[config.mk]
export PLATFORM = sky130hd
export DESIGN_NAME = gpio_dual_irq
export DESIGN_NICKNAME = d
export VERILOG_FILES = /design/src/rtl/gpio_irq_pkg.sv /design/src/rtl/gpio_sync.sv /design/src/rtl/gpio_debounce.sv /design/src/rtl/gpio_detect.sv /design/src/rtl/gpio_port.sv /design/src/rtl/gpio_dual_irq.sv
export SDC_FILE = /design/constraint.sdc
export NUM_CORES = 1
export LEC_CHECK = 0
export BUFFER_PORTS_ARGS = -buffer_cell sky130_fd_sc_hd__clkbuf_2
export CAP_MARGIN = 40
export CORE_UTILIZATION = 54
export DETAILED_ROUTE_END_ITERATION = 6
export PLACE_DENSITY = 0.74
export SYNTH_ARGS = -nofsm -noshare
export SYNTH_HDL_FRONTEND = slang
export SYNTH_SLANG_ARGS = --single-unit
export TNS_END_PERCENT = 30
[constraint.sdc]
create_clock -name clk -period 1.4 [get_ports clk]
set_input_delay 0 -clock clk [delete_from_list [all_inputs] [get_ports clk]]
set_output_delay 0 -clock clk [all_outputs]
set_load 0.01 [all_outputs]
[src/rtl/gpio_irq_pkg.sv]
package gpio_irq_pkg;
  localparam int REG_OFF_W = 4;
  localparam int BUS_AW    = REG_OFF_W + 1;

  typedef enum logic [REG_OFF_W-1:0] {
    REG_DATA   = 4'h0,
    REG_DIR    = 4'h1,
    REG_EDGE   = 4'h2,
    REG_POL    = 4'h3,
    REG_EOI    = 4'h4,
    REG_EN     = 4'h5,
    REG_MASKED = 4'h6,
    REG_RAW    = 4'h7,
    REG_DEB    = 4'h8
  } reg_sel_e;
endpackage

[src/rtl/gpio_sync.sv]
module gpio_sync #(
  parameter int W = 8
) (
  input  logic         clk,
  input  logic         rst_n,
  input  logic [W-1:0] d,
  output logic [W-1:0] q
);
  logic [W-1:0] meta;

  always_ff @(posedge clk or negedge rst_n) begin
    if (!rst_n) begin
      meta <= '0;
      q    <= '0;
    end else begin
      meta <= d;
      q    <= meta;
    end
  end
endmodule

[src/rtl/gpio_debounce.sv]
module gpio_debounce #(
  parameter int W      = 8,
  parameter int CYCLES = 4
) (
  input  logic         clk,
  input  logic         rst_n,
  input  logic [W-1:0] d,
  output logic [W-1:0] q
);
  localparam int CW = (CYCLES > 1) ? $clog2(CYCLES) : 1;
  localparam logic [CW-1:0] LAST = CW'(CYCLES - 1);

  for (genvar g = 0; g < W; g++) begin : g_pin
    logic [CW-1:0] cnt;
    logic          filt;

    // The filtered level flips only after CYCLES consecutive differing samples.
    always_ff @(posedge clk or negedge rst_n) begin
      if (!rst_n) begin
        cnt  <= '0;
        filt <= 1'b0;
      end else if (d[g] == filt) begin
        cnt <= '0;
      end else if (cnt == LAST) begin
        filt <= d[g];
        cnt  <= '0;
      end else begin
        cnt <= cnt + CW'(1);
      end
    end

    assign q[g] = filt;
  end
endmodule

[src/rtl/gpio_detect.sv]
module gpio_detect #(
  parameter int W = 8
) (
  input  logic         clk,
  input  logic         rst_n,
  input  logic [W-1:0] det,
  input  logic [W-1:0] edge_sel,
  input  logic [W-1:0] pol,
  input  logic [W-1:0] eoi,
  output logic [W-1:0] raw
);
  logic [W-1:0] prev;
  logic [W-1:0] latch_q;
  logic [W-1:0] rise;
  logic [W-1:0] fall;
  logic [W-1:0] hit;
  logic [W-1:0] level;

  always_comb begin
    rise  = det & ~prev;
    fall  = ~det & prev;
    hit   = (pol & rise) | (~pol & fall);
    level = ~(det ^ pol);
  end

  // A new edge outranks a clear in the same cycle; level pins hold no latch.
  always_ff @(posedge clk or negedge rst_n) begin
    if (!rst_n) begin
      prev    <= '0;
      latch_q <= '0;
    end else begin
      prev    <= det;
      latch_q <= edge_sel & (hit | (latch_q & ~eoi));
    end
  end

  assign raw = (edge_sel & latch_q) | (~edge_sel & level);
endmodule

[src/rtl/gpio_port.sv]
module gpio_port
  import gpio_irq_pkg::*;
#(
  parameter int W         = 8,
  parameter int DB_CYCLES = 4
) (
  input  logic                 clk,
  input  logic                 rst_n,
  input  logic                 wr_en,
  input  logic [REG_OFF_W-1:0] reg_off,
  input  logic [W-1:0]         wdata,
  output logic [W-1:0]         rdata,
  input  logic [W-1:0]         pin_in,
  output logic [W-1:0]         pin_out,
  output logic [W-1:0]         pin_oe,
  output logic [W-1:0]         raw_st,
  output logic [W-1:0]         masked_st,
  output logic [W-1:0]         edge_mode,
  output logic [W-1:0]         eoi_stb,
  output logic [W-1:0]         det_val
);
  logic [W-1:0] dout_q;
  logic [W-1:0] dir_q;
  logic [W-1:0] edge_q;
  logic [W-1:0] pol_q;
  logic [W-1:0] en_q;
  logic [W-1:0] deb_q;
  logic [W-1:0] sync_q;
  logic [W-1:0] filt_q;
  reg_sel_e     sel;

  assign sel = reg_sel_e'(reg_off);

  always_ff @(posedge clk or negedge rst_n) begin
    if (!rst_n) begin
      dout_q <= '0;
      dir_q  <= '0;
      edge_q <= '0;
      pol_q  <= '0;
      en_q   <= '0;
      deb_q  <= '0;
    end else if (wr_en) begin
      case (sel)
        REG_DATA: dout_q <= wdata;
        REG_DIR:  dir_q  <= wdata;
        REG_EDGE: edge_q <= wdata;
        REG_POL:  pol_q  <= wdata;
        REG_EN:   en_q   <= wdata;
        REG_DEB:  deb_q  <= wdata;
        default:  ;
      endcase
    end
  end

  assign eoi_stb = (wr_en && sel == REG_EOI) ? wdata : '0;

  gpio_sync #(.W(W)) u_sync (
    .clk   (clk),
    .rst_n (rst_n),
    .d     (pin_in),
    .q     (sync_q)
  );

  gpio_debounce #(.W(W), .CYCLES(DB_CYCLES)) u_deb (
    .clk   (clk),
    .rst_n (rst_n),
    .d     (sync_q),
    .q     (filt_q)
  );

  assign det_val = (deb_q & filt_q) | (~deb_q & sync_q);

  gpio_detect #(.W(W)) u_det (
    .clk      (clk),
    .rst_n    (rst_n),
    .det      (det_val),
    .edge_sel (edge_q),
    .pol      (pol_q),
    .eoi      (eoi_stb),
    .raw      (raw_st)
  );

  assign masked_st = raw_st & en_q;
  assign edge_mode = edge_q;
  assign pin_out   = dout_q;
  assign pin_oe    = dir_q;

  always_comb begin
    case (sel)
      REG_DATA:   rdata = (dir_q & dout_q) | (~dir_q & sync_q);
      REG_DIR:    rdata = dir_q;
      REG_EDGE:   rdata = edge_q;
      REG_POL:    rdata = pol_q;
      REG_EN:     rdata = en_q;
      REG_MASKED: rdata = masked_st;
      REG_RAW:    rdata = raw_st;
      REG_DEB:    rdata = deb_q;
      default:    rdata = '0;
    endcase
  end
endmodule

[src/rtl/gpio_dual_irq.sv]
module gpio_dual_irq
  import gpio_irq_pkg::*;
#(
  parameter int PINS      = 8,
  parameter int DB_CYCLES = 4
) (
  input  logic              clk,
  input  logic              rst_n,
  input  logic              bus_wr,
  input  logic [BUS_AW-1:0] bus_addr,
  input  logic [PINS-1:0]   bus_wdata,
  output logic [PINS-1:0]   bus_rdata,
  input  logic [PINS-1:0]   pa_in,
  output logic [PINS-1:0]   pa_out,
  output logic [PINS-1:0]   pa_oe,
  input  logic [PINS-1:0]   pb_in,
  output logic [PINS-1:0]   pb_out,
  output logic [PINS-1:0]   pb_oe,
  output logic              irq
);
  logic                 sel_b;
  logic [REG_OFF_W-1:0] off;
  logic [PINS-1:0] a_rdata, b_rdata;
  logic [PINS-1:0] a_raw, a_masked, a_edge, a_eoi, a_det;
  logic [PINS-1:0] b_raw, b_masked, b_edge, b_eoi, b_det;

  assign sel_b = bus_addr[BUS_AW-1];
  assign off   = bus_addr[REG_OFF_W-1:0];

  gpio_port #(.W(PINS), .DB_CYCLES(DB_CYCLES)) u_port_a (
    .clk       (clk),
    .rst_n     (rst_n),
    .wr_en     (bus_wr & ~sel_b),
    .reg_off   (off),
    .wdata     (bus_wdata),
    .rdata     (a_rdata),
    .pin_in    (pa_in),
    .pin_out   (pa_out),
    .pin_oe    (pa_oe),
    .raw_st    (a_raw),
    .masked_st (a_masked),
    .edge_mode (a_edge),
    .eoi_stb   (a_eoi),
    .det_val   (a_det)
  );

  gpio_port #(.W(PINS), .DB_CYCLES(DB_CYCLES)) u_port_b (
    .clk       (clk),
    .rst_n     (rst_n),
    .wr_en     (bus_wr & sel_b),
    .reg_off   (off),
    .wdata     (bus_wdata),
    .rdata     (b_rdata),
    .pin_in    (pb_in),
    .pin_out   (pb_out),
    .pin_oe    (pb_oe),
    .raw_st    (b_raw),
    .masked_st (b_masked),
    .edge_mode (b_edge),
    .eoi_stb   (b_eoi),
    .det_val   (b_det)
  );

  assign bus_rdata = sel_b ? b_rdata : a_rdata;
  assign irq       = |(a_masked | b_masked);
endmodule

# After elaboration in Yosys (flattened, before gate mapping)
# Cells that the tools add are included.
dict set report totals {
  ff_bits 208
  input_bits 32
  output_inout_bits 41
}
dict set report op_classes {
  addsub 16
  n_eq_ne 40
  n_mux 37
  bitwise 74
  reduce_logical 32
}
# cell n
set op_table {}
lappend op_table {{8-bit bitwise AND} 26}
lappend op_table {{8-bit inverter} 16}
lappend op_table {{8-bit one-hot mux with 8 select lines} 2}
lappend op_table {{8-bit bitwise OR} 11}
lappend op_table {{2-bit 2-to-1 mux} 32}
lappend op_table {{2-bit AND reduction} 28}
lappend op_table {{2-bit by 1-bit adder with 2-bit output, second input constant} 16}
lappend op_table {{2-bit == test, second input constant} 16}
lappend op_table {{8-bit 2-to-1 mux} 3}
lappend op_table {{1-bit inverter} 17}
lappend op_table {{1-bit == test} 16}
lappend op_table {{4-bit by 3-bit == test with 1-bit output, second input constant} 4}
lappend op_table {{8-bit bitwise XOR} 2}
lappend op_table {{4-bit by 2-bit == test with 1-bit output, second input constant} 2}
lappend op_table {{8-bit OR reduction} 1}
lappend op_table {{4-bit by 1-bit == test with 1-bit output, second input constant} 1}
lappend op_table {{4-bit == test, second input constant} 1}
lappend op_table {{4-bit logical NOT} 1}
lappend op_table {{1-bit bitwise AND} 2}
lappend op_table {{1-bit logical AND} 2}

# Depth between registers and ports, before layout
# Gate-level depths: netlist (run 1).
dict set report logic_depth {
  ltp_word 10
  ltp_mapped 8
  ltp_nobuf 5
}

# Cells and area by module
# Synthesis (run 1) repeated with hierarchy kept, for this count alone.
dict set report hier_totals {
  hier_cells 778
  hier_area_um2 10105.9
}
# mod n_inst cells_per_inst area_per_inst_um2 seq_area_each_um2
set by_module_without_submodules {}
lappend by_module_without_submodules {gpio_port 2 227 2741.4 1201.2}
lappend by_module_without_submodules {gpio_debounce 2 72 1053.5 600.6}
lappend by_module_without_submodules {gpio_detect 2 66 768.2 400.4}
lappend by_module_without_submodules {gpio_sync 2 16 400.4 400.4}
lappend by_module_without_submodules {gpio_dual_irq 1 16 178.9 0.0}

# Worst setup path after synthesis (run 1)
# Ideal clock, no wire load.
dict set report synth_path {
  kind {register to output}
  startpoint {register u_port_a.deb_q[4]}
  endpoint {output irq}
  t_arrival_ns 1.615
  t_required_ns 1.400
  slack_ns -0.215
  stages_incl_launch_ff 6
  n_path_buf 0
  path_cell_list {dfrtp_1 -> mux2_4 -> xnor2_1 -> mux2_2 -> a2111oi_2 -> nand4_1}
}
dict set report synth_between {
  elab_chain_cells 10
  elab_cells_between_ends 11
  cone_classes {10 x bitwise; 1 x reduce/logical}
}
# element line_no
set synth_rtl {}
lappend synth_rtl {{start, declared} gpio_port.sv:27} ;# logic [W-1:0] deb_q;
lappend synth_rtl {{start signal, assigned} gpio_port.sv:49} ;# REG_DEB: deb_q <= wdata;
lappend synth_rtl {{8-bit inverter} gpio_port.sv:71} ;# assign det_val = (deb_q & filt_q) | (~deb_q & sync_q);
lappend synth_rtl {{8-bit bitwise AND} gpio_port.sv:71}
lappend synth_rtl {{8-bit bitwise OR (*)} gpio_port.sv:71}
lappend synth_rtl {{net a_det[4]} gpio_dual_irq.sv:24} ;# logic [PINS-1:0] a_raw, a_masked, a_edge, a_eoi, a_det;
lappend synth_rtl {{8-bit bitwise XOR (*)} gpio_detect.sv:23} ;# level = ~(det ^ pol);
lappend synth_rtl {{8-bit inverter (*)} gpio_detect.sv:23}
lappend synth_rtl {{8-bit bitwise AND (*)} gpio_detect.sv:37} ;# assign raw = (edge_sel & latch_q) | (~edge_sel & level);
lappend synth_rtl {{8-bit bitwise OR (*)} gpio_detect.sv:37}
lappend synth_rtl {{8-bit bitwise AND (*)} gpio_port.sv:83} ;# assign masked_st = raw_st & en_q;
lappend synth_rtl {{8-bit bitwise OR (*)} gpio_dual_irq.sv:65} ;# assign irq = |(a_masked | b_masked);
lappend synth_rtl {{8-bit OR reduction (*)} gpio_dual_irq.sv:65}
lappend synth_rtl {{end, declared} gpio_dual_irq.sv:19} ;# output logic irq
# Mark *: on every way through the listed nets, which the timed path passes. The rest lies on a longest branch.

# Worst setup path after layout (run 1)
dict set report layout_path {
  startpoint {register u_port_b.deb_q[3]}
  endpoint {output irq}
}
dict set report layout_between {
  elab_chain_cells 10
  elab_cells_between_ends 11
  cone_classes {10 x bitwise; 1 x reduce/logical}
}
# element line_no
set layout_rtl {}
lappend layout_rtl {{start, declared} gpio_port.sv:27}
lappend layout_rtl {{start signal, assigned} gpio_port.sv:49}
lappend layout_rtl {{8-bit inverter} gpio_port.sv:71}
lappend layout_rtl {{8-bit bitwise AND} gpio_port.sv:71}
lappend layout_rtl {{8-bit bitwise OR (*)} gpio_port.sv:71}
lappend layout_rtl {{net b_det[3]} gpio_dual_irq.sv:25} ;# logic [PINS-1:0] b_raw, b_masked, b_edge, b_eoi, b_det;
lappend layout_rtl {{8-bit bitwise XOR (*)} gpio_detect.sv:23}
lappend layout_rtl {{8-bit inverter (*)} gpio_detect.sv:23}
lappend layout_rtl {{8-bit bitwise AND (*)} gpio_detect.sv:37}
lappend layout_rtl {{8-bit bitwise OR (*)} gpio_detect.sv:37}
lappend layout_rtl {{8-bit bitwise AND (*)} gpio_port.sv:83}
lappend layout_rtl {{8-bit bitwise OR (*)} gpio_dual_irq.sv:65}
lappend layout_rtl {{8-bit OR reduction (*)} gpio_dual_irq.sv:65}
# Marks and branches as above.

==> results of run 1 <==
area by class of cell:
type | instances | area share [%]
Clock inverter | 4 | 0.160
Tap cell | 225 | 2.25
Clock buffer | 35 | 5.45
Multi-Input combinational cell | 504 | 34.4
Inverter | 17 | 0.511
Timing Repair Buffer | 264 | 15.6
Sequential cell | 208 | 41.7
synthesized netlist by cell type, types with 11 or more instances:
cell                         n  area (µm²)
sky130_fd_sc_hd__nor2_1     45         169
sky130_fd_sc_hd__o211a_1    11         110
sky130_fd_sc_hd__a22oi_1    17         128
sky130_fd_sc_hd__nor2b_1    35         219
sky130_fd_sc_hd__a21oi_1    25         125
sky130_fd_sc_hd__nor3_1     17        85.1
sky130_fd_sc_hd__ha_1       16         200
sky130_fd_sc_hd__o21ai_0    21         105
sky130_fd_sc_hd__xnor2_1    25         219
sky130_fd_sc_hd__a221oi_1   17         149
sky130_fd_sc_hd__buf_2      19        95.1
sky130_fd_sc_hd__nand2_1    44         165
sky130_fd_sc_hd__inv_1      17        63.8
sky130_fd_sc_hd__dfrtp_1   208        5200
sky130_fd_sc_hd__mux2_2    119        1340
sky130_fd_sc_hd__clkbuf_1   11        41.3
sky130_fd_sc_hd__a32oi_1    13         114
critical path: stages (launching register included):
cell and delay (ns):
sky130_fd_sc_hd__dfrtp_1 0.39, sky130_fd_sc_hd__mux2_4 0.33, sky130_fd_sc_hd__xnor2_2 0.16, sky130_fd_sc_hd__o211a_1 0.26, sky130_fd_sc_hd__a2111oi_4 0.38, sky130_fd_sc_hd__nand4_1 0.21
sky130_fd_sc_hd__clkbuf_2 0.18
layer usage:
| layer | share of wire, % | GRT usage (%) | up-vias |
|---|---|---|---|
| met2 | 48 | 47.7 | 298 |
| met5 | 0 | 0 | - |
| met1 | 41 | 36.5 | 3710 |
| met3 | 6.3 | 4.91 | 82 |
| li1 | - | - | 3270 |
| met4 | 4.5 | 14.0 | 0 |
repair_timing:
action / CTS / global route
endpoints found under the setup margin: 10 / 20
resized for setup: 21 / 29
hold buffers: 25 / 0
pin swaps: 6 / 11
setup buffers: 2 / 2
endpoints found under the hold margin: 294 / 0
worst paths after layout:
path	start	to
max in group asynchronous	rst_n	u_port_b.pin_oe[7]
setup / recovery	u_port_b.deb_q[3]	irq
setup reg to reg	u_port_a.deb_q[2]	u_port_a.u_det.latch_q[2]
hold / removal	rst_n	u_port_b.u_det.prev[0]
min in group clk	pa_in[7]	u_port_a.u_sync.meta[7]
hold reg to reg	u_port_b.u_sync.meta[7]	u_port_b.u_sync.q[7]
placed cells by master (no fill, tap or decap), drive strengths merged, types with 17 or more instances in the layout:
master | Yosys | routed
nand2 | 46 | 46
dlygate4sd3 | 0 | 25
a21oi | 25 | 25
a221oi | 17 | 17
nor2 | 45 | 45
inv | 17 | 17
a22oi | 17 | 17
nor3 | 18 | 18
dfrtp | 208 | 208
clkbuf | 11 | 104
o21ai | 21 | 21
mux2 | 132 | 132
buf | 26 | 170
nor2b | 35 | 35
xnor2 | 25 | 25
power breakdown:
part | switching, mW | internal (mW)
Combinational | 2.51 | 3.26
Sequential | 1.06 | 7.45
Clock | 2.29 | 3.32
stage by stage:
| stage | instance area (µm²) | TNS, ns | setup WS [ns] |
|---|---|---|---|
| global route | 12500 | -6.71 | -1.03 |
| floorplan | 9510 | -0.315 | -0.151 |
| detailed placement | 11300 | -17.21 | -0.503 |
| CTS | 12300 | -6.17 | -0.955 |
| finish | 12500 | -6.04 | -1.01 |
| global placement | 11300 | -13.59 | -0.526 |
cells by family (layout without fill, tap and decap cells):
group | after synthesis | in the layout | share of synthesized area, %
flops | 208 | 208 | 55.0
simple gates | 187 | 187 | 10.6
compound gates | 137 | 137 | 10.7
mux | 137 | 137 | 16.4
buf+inv | 54 | 320 | 2.71
xor+xnor | 27 | 27 | 2.50
fa+ha+maj | 16 | 16 | 2.11
==> insert_results.sql, run 1 <==
INSERT INTO impl_metrics (metric_group, metric, value, unit) VALUES
('floorplan', 'die_width', '134', 'µm'),
('finish', 'fillers', '1113', ''),
('grt', 'global_route_wire_length_before_repair', '40100', 'µm'),
('cts', 'cts_made_buffers', '22', ''),
('finish', 'antenna_cells', '0', ''),
('finish', 'layout-drive-gt1-share', '42.4', '%'),
('detailed_routing', 'drt_drc_violations_left', '4', ''),
('finish', 'layout.nets', '1065', ''),
('sta', 'finalWorstSetupSlack', '-1.01', 'ns'),
('finish', 'final_core_occ', '72.5', '%'),
('logic_synthesis', 'synth-edff-count', '0', ''),
('job', 'cap_viol_max_count', '0', ''),
('power', 'powerDensity', '1590', 'mW/mm²'),
('min_path', 'min-delay-path-class', 'input pin to async pin', ''),
('sta', 'final-setup-viol-count', '9', ''),
('worst_setup_path', 'cp_data_arrival_time', '2.41', 'ns'),
('worst_setup_path', 'worst_setup_path_start_kind', 'flop', ''),
('sta', 'rsz0062_at_grt', 'true', ''),
('cts', 'tritoncts', 'built', ''),
('sta', 'timing.final.max_slew_violations', '0', ''),
('floorplan', 'ioPinCount', '73', ''),
('logic_synthesis', 'yosysSeqAreaShare', '55.0', '%'),
('logic_synthesis', 'synthFlopType', 'sky130_fd_sc_hd__dfrtp_1', ''),
('place', 'dpl.hpwl', '17300', 'µm'),
('floorplan', 'die_h', '134', 'µm'),
('detailed_routing', 'finalWirelength', '25300', 'µm'),
('logic_synthesis', 'synthDistinctLibCells', '51', ''),
('power', 'power.leakage', '5.91', 'nW'),
('worst_setup_path', 'worst-endpoint-required', '1.40', 'ns'),
('sta', 'fmax', '415', 'MHz'),
('sta', 'post-route-period-util', '172', '%'),
('logic_synthesis', 'postSynthNetCount', '814', ''),
('logic_synthesis', 'synth_warnings', '0', ''),
('power', 'peakVddDrop', '1120', 'µV'),
('grt', 'global_route.overflow_total', '0', ''),
('floorplan', 'start_util', '54.9', '%'),
('worst_setup_path', 'crit_fanout', '2', ''),
('logic_synthesis', 'number_of_instances_in_the_synthesized_netlist', '766', ''),
('grt', 'number_of_global_route_vias_before_repair', '7841', ''),
('detailed_routing', 'drtIter0Drc', '425', ''),
('place', 'dp_cells', '1189', ''),
('cts', 'clk_pin_slew', '0.06', 'ns'),
('finish', 'multi_input_comb_area', '0.00429', 'mm²'),
('logic_synthesis', 'postSynthAreaPerCell', '12.4', 'µm²'),
('detailed_routing', 'drt_pre_antenna_iters', '7', ''),
('detailed_routing', 'drtAntennaViolNets', '0', ''),
('finish', 'reg.largest.list', 'u_port_a.u_deb.g_pin.cnt (16), u_port_b.u_deb.g_pin.cnt (16)', ''),
('floorplan', 'standard_cell_rows', '48', ''),
('logic_synthesis', 'postSynth.asyncResetShare', '100', '%'),
('sta', 'worst_slew_margin_rel', '72.0', '%'),
('detailed_routing', 'wire_per_inst', '20.1', 'µm'),
('power', 'totalPowerFinal', '19.9', 'mW'),
('logic_synthesis', 'netlist_area', '0.00947', 'mm²'),
('finish', 'layout.area.seq', '0.00520', 'mm²'),
('worst_setup_path', 'worst_r2r_path_depth', '6', ''),
('worst_setup_path', 'timing.reg2reg.setup_slack', '0.03', 'ns'),
('run_status', 'run_status', 'complete, but fails checks', ''),
('sta', 'final_period_minus_worst_setup_slack', '2.41', 'ns'),
('finish', 'layout-area-overhead-vs-synth', '32.0', '%'),
('grt', 'groute.usage.overall', '28.7', '%'),
('cts', 'clock-root-buffer', 'sky130_fd_sc_hd__clkbuf_16', ''),
('detailed_routing', 'detailroute.via_count', '7360', ''),
('sta', 'clock_skew', '0.0104', 'ns'),
('finish', 'non_filler_cells_in_the_finished_layout', '1257', ''),
('sta', 'max_slew.worst_pin.slew', '0.418', 'ns'),
('run_status', 'failed_checks', 'DRC, setup timing', ''),
('cts', 'htree_levels', '1', ''),
('floorplan', 'floorplan.die_area', '0.0181', 'mm²'),
('worst_setup_path', 'timing.critical_path.to_type', 'output pin', ''),
('cts', 'cts_max_path_buffers', '3', ''),
('cts', 'worstSkewPairLatency', '0.50', 'ns'),
('logic_synthesis', 'yosys_register_bits', '208', ''),
('worst_setup_path', 'worstSetupPathType', 'flop to output pin', ''),
('detailed_routing', 'vias_per_instance', '5.86', ''),
('grt', 'grt_antenna_before_repair', '0', ''),
('grt', 'maximum_number_of_pins_on_one_net_before_global_route_repair', '49', ''),
('cts', 'numClockSinks', '208', ''),
('place', 'port_buffers', '72', ''),
('place', 'global_placement_routability_congestion', '0.888', ''),
('sta', 'finalHoldWorstSlack', '0.0156', 'ns'),
('sta', 'final-hold-violation-count', '0', ''),
('floorplan', 'core-area', '0.0172', 'mm²');
No activity file was read; power rests on OpenSTA's default activity.
==> inputs of run 2 (changes only) <==
==> constraint.sdc (replaced) <==
create_clock -name clk -period 1.4 [get_ports clk]
set_input_delay 0 -clock clk [delete_from_list [all_inputs] [get_ports clk]]
set_output_delay 0 -clock clk [all_outputs]
set_load 0.05 [all_outputs]
==> run 2 against run 1 <==
Effect of this change: the flow finishes with violations (setup timing); flip-flop and latch count unchanged; largest power group unchanged; clock skew up 0.0029 ns; register-to-register slack worse by 0.02 ns; largest cell class unchanged; total power up 7.2%; highest routed layer unchanged.
==> insert_results.sql, run 2 (synthesized netlist as in run 1, its figures left out) <==
INSERT INTO impl_metrics (metric_group, metric, value, unit) VALUES
('sta', 'clock_skew', '0.0133', 'ns'),
('sta', 'finalWorstSetupSlack', '-1.09', 'ns'),
('sta', 'post-route-period-util', '178', '%'),
('sta', 'worst_slew_margin_rel', '72.4', '%'),
('cts', 'clock-root-buffer', 'sky130_fd_sc_hd__clkbuf_16', ''),
('finish', 'cell_area_after_layout', '0.0129', 'mm²'),
('floorplan', 'standard_cell_rows', '48', ''),
('run_status', 'run_status', 'complete, but fails checks', ''),
('power', 'peakVddDrop', '1420', 'µV'),
('floorplan', 'core-area', '0.0172', 'mm²'),
('detailed_routing', 'drt_drc_violations_left', '0', ''),
('sta', 'final-hold-violation-count', '0', ''),
('sta', 'fmax', '401', 'MHz'),
('cts', 'clk_pin_slew', '0.06', 'ns'),
('finish', 'reg.largest.list', 'u_port_a.u_deb.g_pin.cnt (16), u_port_b.u_deb.g_pin.cnt (16)', ''),
('grt', 'global_route.overflow_total', '0', ''),
('min_path', 'min-delay-path-class', 'input pin to async pin', ''),
('finish', 'mostFrequentLayoutCell', 'sky130_fd_sc_hd__dfrtp_1', ''),
('sta', 'final-setup-viol-count', '9', ''),
('worst_setup_path', 'timing.critical_path.to_type', 'output pin', ''),
('place', 'dpl.hpwl', '17700', 'µm'),
('place', 'port_buffers', '72', ''),
('finish', 'layout-area-overhead-vs-synth', '36.0', '%'),
('finish', 'layout-drive-gt1-share', '43.4', '%'),
('place', 'dpl_worst_slack', '-0.637', 'ns'),
('finish', 'layout.cells.most_common_list', 'sky130_fd_sc_hd__dfrtp_1, sky130_fd_sc_hd__buf_4, sky130_fd_sc_hd__mux2_2, sky130_fd_sc_hd__clkbuf_2, sky130_fd_sc_hd__nor2_1', ''),
('cts', 'worstSkewPairLatency', '0.50', 'ns'),
('worst_setup_path', 'worst-endpoint-required', '1.40', 'ns'),
('job', 'cap_viol_max_count', '0', ''),
('cts', 'htree_levels', '1', ''),
('worst_setup_path', 'cp_data_arrival_time', '2.49', 'ns'),
('grt', 'groute.usage.overall', '29.3', '%'),
('worst_setup_path', 'worst_path_largest_cell_delay', '0.41', 'ns'),
('grt', 'number_of_global_route_vias_before_repair', '7872', ''),
('sta', 'final_period_minus_worst_setup_slack', '2.49', 'ns'),
('floorplan', 'die_width', '134', 'µm'),
('worst_setup_path', 'cell_breakdown_of_the_critical_path', 'mux2_4 -> xnor2_2 -> o211a_1 -> a2111oi_4 -> nand4_1 -> buf_4 -> buf_12', ''),
('finish', 'layout.nets', '1085', ''),
('finish', 'fillers', '1077', ''),
('detailed_routing', 'finalWirelength', '25500', 'µm'),
('sta', 'timing.final.max_slew_violations', '0', ''),
('worst_setup_path', 'startpoint_of_the_worst_register_to_register_path', 'u_port_a.deb_q[4]', ''),
('floorplan', 'die_h', '134', 'µm'),
('run_status', 'failed_checks', 'setup timing', ''),
('worst_setup_path', 'slowest_stage', 'sky130_fd_sc_hd__a2111oi_4', ''),
('cts', 'cts_made_buffers', '22', ''),
('cts', 'tritoncts', 'built', ''),
('floorplan', 'start_util', '54.9', '%'),
('sta', 'max_slew.worst_pin.slew', '0.412', 'ns'),
('grt', 'grt_antenna_before_repair', '0', ''),
('worst_setup_path', 'timing.critical_path.buf_inv', '2', ''),
('worst_setup_path', 'crit_fanout', '4', ''),
('floorplan', 'floorplan.die_area', '0.0181', 'mm²'),
('worst_setup_path', 'crit_path_start', 'u_port_b.deb_q[5]', ''),
('detailed_routing', 'detailroute.via_count', '7368', ''),
('cts', 'cts_max_path_buffers', '3', ''),
('cts', 'numClockSinks', '208', ''),
('detailed_routing', 'drtAntennaViolNets', '0', ''),
('finish', 'antenna_cells', '0', ''),
('worst_setup_path', 'critical_path.top_delay_family', 'compound AO/OA/AOI/OAI gates', ''),
('worst_setup_path', 'worst_setup_path_start_kind', 'flop', ''),
('power', 'powerDensity', '1660', 'mW/mm²'),
('detailed_routing', 'drtIter0Drc', '431', ''),
('place', 'dpl_cell_area', '0.0116', 'mm²'),
('place', 'global_placement_routability_congestion', '0.922', ''),
('sta', 'rsz0062_at_grt', 'true', ''),
('grt', 'global_route_wire_length_before_repair', '40900', 'µm'),
('power', 'power.leakage', '6.09', 'nW'),
('detailed_routing', 'drt_pre_antenna_iters', '5', ''),
('detailed_routing', 'vias_per_instance', '5.77', ''),
('worst_setup_path', 'worstSetupPathType', 'flop to output pin', ''),
('detailed_routing', 'wire_per_inst', '20.0', 'µm'),
('grt', 'maximum_number_of_pins_on_one_net_before_global_route_repair', '53', ''),
('floorplan', 'ioPinCount', '73', ''),
('finish', 'final_core_occ', '74.7', '%'),
('sta', 'setup-tns-final', '-6.81', 'ns');
## run 2: cell types whose count changed in the layout (fill, tap and decap cells not counted), moves of 3 or more
cell                        previous run  this run
sky130_fd_sc_hd__clkbuf_2             68        62
sky130_fd_sc_hd__buf_4               158       181
sky130_fd_sc_hd__buf_12                5        15
sky130_fd_sc_hd__buf_6                 4         1
sky130_fd_sc_hd__buf_2                 3         0
sky130_fd_sc_hd__bufinv_16             0         3
sky130_fd_sc_hd__mux2_2              112       109
## run 2: power breakdown
part           leakage, nW  total (mW)  switching, mW  internal, mW
clock network        0.380        6.08           2.31          3.77
registers             2.60        8.46           1.01          7.44
logic                 3.10        6.78           3.28          3.50
## run 2: per-stage QoR
| stage | power, mW | cells | hold slack [ns] |
|---|---|---|---|
| after floorplan | 12.1 | 766 | -0.296 |
| after global placement | 14.4 | 1206 | -0.0349 |
| after detailed placement | 14.8 | 1206 | -0.0277 |
| after CTS | 21.2 | 1274 | 0.000175 |
| after global routing | 22.3 | 1278 | 0.0166 |
| final | 21.3 | 1278 | 0.00369 |
## run 2: worst register-to-register path: stages, from the launching register on
cell                       delay (ns)
sky130_fd_sc_hd__dfrtp_1         0.40
sky130_fd_sc_hd__mux2_4          0.33
sky130_fd_sc_hd__nand2_1         0.08
sky130_fd_sc_hd__nor2_1          0.04
sky130_fd_sc_hd__a221oi_1        0.30
sky130_fd_sc_hd__nor2b_1         0.11
## run 2: layout make-up
cell class | count | area [µm²] | area share (%)
flip-flops and latches | 208 | 5200 | 40.4
multi-input cells | 504 | 4320 | 33.6
repair buffers | 284 | 2230 | 17.4
clock buffers | 32 | 649 | 5.04
well taps | 225 | 282 | 2.19
clock inverters | 8 | 115 | 0.894
inverters | 17 | 63.8 | 0.496
## run 2: final timing paths
path                                                   to  slack, ns  depth (start not counted)
max                                                   irq      -1.09                          7
min                               u_port_b.u_sync.meta[0]      0.004                          2
max reg2reg                     u_port_a.u_det.latch_q[4]       0.01                          5
min reg2reg                          u_port_a.u_sync.q[7]       0.35                          0
max in group asynchronous  u_port_b.u_deb.g_pin[5].cnt[0]       0.78                          3
min in group clk                      u_port_b.pin_out[5]       0.01                          2
## run 2: per-layer routing
layer / part of all wire [%] / global-route usage [%] / vias up
met2: 50 / 50.4 / 252
met1: 41 / 37.3 / 3725
met3: 4.9 / 4.69 / 71
met5: 0 / 0 / -
li1: - / - / 3320
met4: 4.0 / 11.3 / 0
## run 2: repair_timing
item / CTS / global route
buffers inserted: 4 / 4
gates resized for setup: 22 / 17
endpoints found under the hold margin: 282 / 0
pin swaps: 15 / 10
hold buffers: 24 / 0
cloned: 0 / 0
endpoints found under the setup margin: 11 / 18
==> inputs of run 3 (changes only) <==
==> constraint.sdc (replaced) <==
create_clock -name clk -period 1.4 [get_ports clk]
set_input_delay 0.07 -clock clk [delete_from_list [all_inputs] [get_ports clk]]
set_output_delay 0.07 -clock clk [all_outputs]
set_load 0.05 [all_outputs]
==> run 3 against run 2 <==
Effect of this change: the flow still finishes with violations (setup timing); routed wire length grew 4.5%; clock skew fell by 0.0061 ns; cell area is 2.0% higher; clock-buffer cell count shrank 3; setup slack worse by 0.063 ns; flip-flop and latch count unchanged; clock power up 2%; largest cell class unchanged.
==> insert_results.sql, run 3 (synthesized netlist as in run 1, its figures left out) <==
INSERT INTO impl_metrics (metric_group, metric, value, unit) VALUES
('detailed_routing', 'drtIter0Drc', '426', ''),
('sta', 'max_slew.worst_pin.slew', '0.422', 'ns'),
('floorplan', 'core-area', '0.0172', 'mm²'),
('sta', 'final-hold-violation-count', '0', ''),
('finish', 'non_filler_cells_in_the_finished_layout', '1284', ''),
('min_path', 'hold_path_depth', '3', ''),
('finish', 'mostFrequentLayoutCell', 'sky130_fd_sc_hd__dfrtp_1', ''),
('finish', 'cell_area_after_layout', '0.0131', 'mm²'),
('worst_setup_path', 'critical_path.top_delay_family', 'multiplexers', ''),
('min_path', 'worst_hold_startpoint', 'bus_wdata[4]', ''),
('worst_setup_path', 'crit_fanout', '2', ''),
('worst_setup_path', 'slowest_stage', 'sky130_fd_sc_hd__dfrtp_1', ''),
('worst_setup_path', 'r2r_end', 'u_port_a.u_det.latch_q[1]', ''),
('grt', 'global_route.overflow_total', '0', ''),
('grt', 'grt_antenna_before_repair', '0', ''),
('floorplan', 'die_h', '134', 'µm'),
('worst_setup_path', 'timing.critical_path.to_type', 'output pin', ''),
('cts', 'cts_max_path_buffers', '3', ''),
('worst_setup_path', 'timing.critical_path.buf_inv', '1', ''),
('detailed_routing', 'drt_pre_antenna_iters', '5', ''),
('sta', 'fmax', '392', 'MHz'),
('worst_setup_path', 'worst_path_largest_cell_delay', '0.40', 'ns'),
('finish', 'antenna_cells', '0', ''),
('finish', 'layout-area-overhead-vs-synth', '38.7', '%'),
('grt', 'globalRouteMet1Util', '39.0', '%'),
('place', 'dpl.hpwl', '18300', 'µm'),
('floorplan', 'die_width', '134', 'µm'),
('worst_setup_path', 'worst_r2r_path_depth', '7', ''),
('worst_setup_path', 'worst-endpoint-required', '1.33', 'ns'),
('power', 'power.leakage', '6.19', 'nW'),
('sta', 'final-setup-viol-count', '10', ''),
('cts', 'worstSkewPairLatency', '0.51', 'ns'),
('detailed_routing', 'drtAntennaViolNets', '0', ''),
('worst_setup_path', 'worst_setup_path_start_kind', 'flop', ''),
('worst_setup_path', 'cell_breakdown_of_the_critical_path', 'mux2_4 -> xnor2_2 -> mux2_4 -> a2111oi_4 -> nand4_1 -> clkbuf_8', ''),
('finish', 'layout.nets', '1092', ''),
('grt', 'groute.usage.overall', '30.3', '%'),
('power', 'peakVddDrop', '1230', 'µV'),
('cts', 'clock-root-buffer', 'sky130_fd_sc_hd__clkbuf_16', ''),
('worst_setup_path', 'worstSetupPathType', 'flop to output pin', ''),
('worst_setup_path', 'timing.reg2reg.setup_slack', '-0.06', 'ns'),
('grt', 'number_of_global_route_vias_before_repair', '7897', ''),
('floorplan', 'start_util', '54.9', '%'),
('cts', 'cts_made_buffers', '23', ''),
('grt', 'global_route_wire_length_before_repair', '41900', 'µm'),
('worst_setup_path', 'cp_data_arrival_time', '2.48', 'ns'),
('grt', 'grt-busiest-layer', 'met2', ''),
('detailed_routing', 'wire_per_inst', '20.8', 'µm'),
('sta', 'setup-tns-final', '-7.53', 'ns'),
('place', 'dpl_worst_slack', '-0.725', 'ns'),
('sta', 'clock_skew', '0.00724', 'ns'),
('grt', 'grt_util_met2', '50.6', '%'),
('min_path', 'min-delay-path-class', 'input pin to flop', ''),
('finish', 'layout.cells.most_common_list', 'sky130_fd_sc_hd__dfrtp_1, sky130_fd_sc_hd__buf_4, sky130_fd_sc_hd__mux2_2, sky130_fd_sc_hd__clkbuf_2', ''),
('run_status', 'failed_checks', 'setup timing', ''),
('sta', 'rsz0062_at_grt', 'true', ''),
('sta', 'post-route-period-util', '182', '%'),
('cts', 'tritoncts', 'built', ''),
('job', 'cap_viol_max_count', '0', ''),
('power', 'totalPowerFinal', '21.7', 'mW'),
('min_path', 'hold-path-endpoint', 'u_port_b.edge_mode[4]', ''),
('detailed_routing', 'vias_per_instance', '5.84', ''),
('finish', 'reg.largest.list', 'u_port_a.u_deb.g_pin.cnt (16), u_port_b.u_deb.g_pin.cnt (16)', ''),
('sta', 'timing.final.max_slew_violations', '0', ''),
('sta', 'finalHoldWorstSlack', '0.0110', 'ns'),
('detailed_routing', 'drt_drc_violations_left', '0', ''),
('detailed_routing', 'finalWirelength', '26700', 'µm'),
('place', 'global_placement_routability_congestion', '0.919', ''),
('worst_setup_path', 'critPathMostFrequentCell', 'sky130_fd_sc_hd__mux2_4', ''),
('sta', 'worst_slew_margin_rel', '71.6', '%'),
('detailed_routing', 'detailroute.via_count', '7495', ''),
('sta', 'final_period_minus_worst_setup_slack', '2.55', 'ns'),
('floorplan', 'standard_cell_rows', '48', ''),
('run_status', 'run_status', 'complete, but fails checks', ''),
('finish', 'layout-drive-gt1-share', '45.7', '%'),
('cts', 'htree_levels', '1', ''),
('cts', 'clk_pin_slew', '0.06', 'ns'),
('place', 'dpl_cell_area', '0.0119', 'mm²'),
('floorplan', 'floorplan.die_area', '0.0181', 'mm²'),
('floorplan', 'ioPinCount', '73', ''),
('cts', 'numClockSinks', '208', ''),
('place', 'dp_cells', '1220', ''),
('power', 'powerDensity', '1650', 'mW/mm²'),
('finish', 'final_core_occ', '76.2', '%'),
('place', 'port_buffers', '72', ''),
('grt', 'maximum_number_of_pins_on_one_net_before_global_route_repair', '52', ''),
('worst_setup_path', 'startpoint_of_the_worst_register_to_register_path', 'u_port_a.deb_q[1]', ''),
('sta', 'finalWorstSetupSlack', '-1.15', 'ns'),
('grt', 'global_route.usage.met3', '5.03', '%');
run 3: changes by cell type in the layout (fill, tap and decap cells not counted), sizes merged:
cell,before,now
clkinvlp,0,1
dlygate4sd3,24,19
clkinv,5,7
clkbuf,95,93
buf,197,207
run 3: worst reg2reg max path, cell delays in order (launching register included):
cell,delay (ns)
sky130_fd_sc_hd__dfrtp_1,0.40
sky130_fd_sc_hd__mux2_4,0.32
sky130_fd_sc_hd__buf_6,0.12
sky130_fd_sc_hd__buf_6,0.11
sky130_fd_sc_hd__nand2_2,0.05
sky130_fd_sc_hd__nor2_2,0.03
sky130_fd_sc_hd__a221oi_2,0.20
sky130_fd_sc_hd__nor2b_1,0.10
run 3: how the worst max path moves through the flow:
stage | from | endpoint | slack (ns) | depth (start not counted)
2_1_floorplan | u_port_a.deb_q[4] | irq | -0.56 | 5
5_1_grt | u_port_a.deb_q[4] | irq | -1.19 | 6
3_3_place_gp | u_port_b.deb_q[5] | irq | -0.72 | 6
4_1_cts | u_port_a.deb_q[4] | irq | -1.14 | 6
6_report | u_port_a.deb_q[4] | irq | -1.15 | 6
3_5_place_dp | u_port_b.deb_q[5] | irq | -0.73 | 6
run 3: layout make-up:
cell class              count  area, µm²
flip-flops and latches    208       5200
multi-input cells         504       4460
fillers                  1059       4110
repair buffers            290       2330
clock buffers              29        648
well taps                 225        282
clock inverters            11        136
inverters                  17       63.8
run 3: where the power goes:
part | internal (mW) | switching (mW) | total [mW]
registers | 7.45 | 1.01 | 8.46
clock network | 3.81 | 2.39 | 6.21
logic | 3.62 | 3.43 | 7.06
total | 14.9 | 6.84 | 21.7
run 3: what timing repair did:
action	in CTS	in global routing
hold endpoints to repair	226	0
pin swaps	12	15
hold buffers	19	0
setup endpoints to repair	16	32
gates resized for setup	17	28
buffers inserted	2	3
cloned	0	0
run 3: layer usage:
layer	up-vias	routed length [µm]
met3	79	1710
met5	-	0
met4	0	1130
met2	300	13200
li1	3336	-
met1	3780	10600
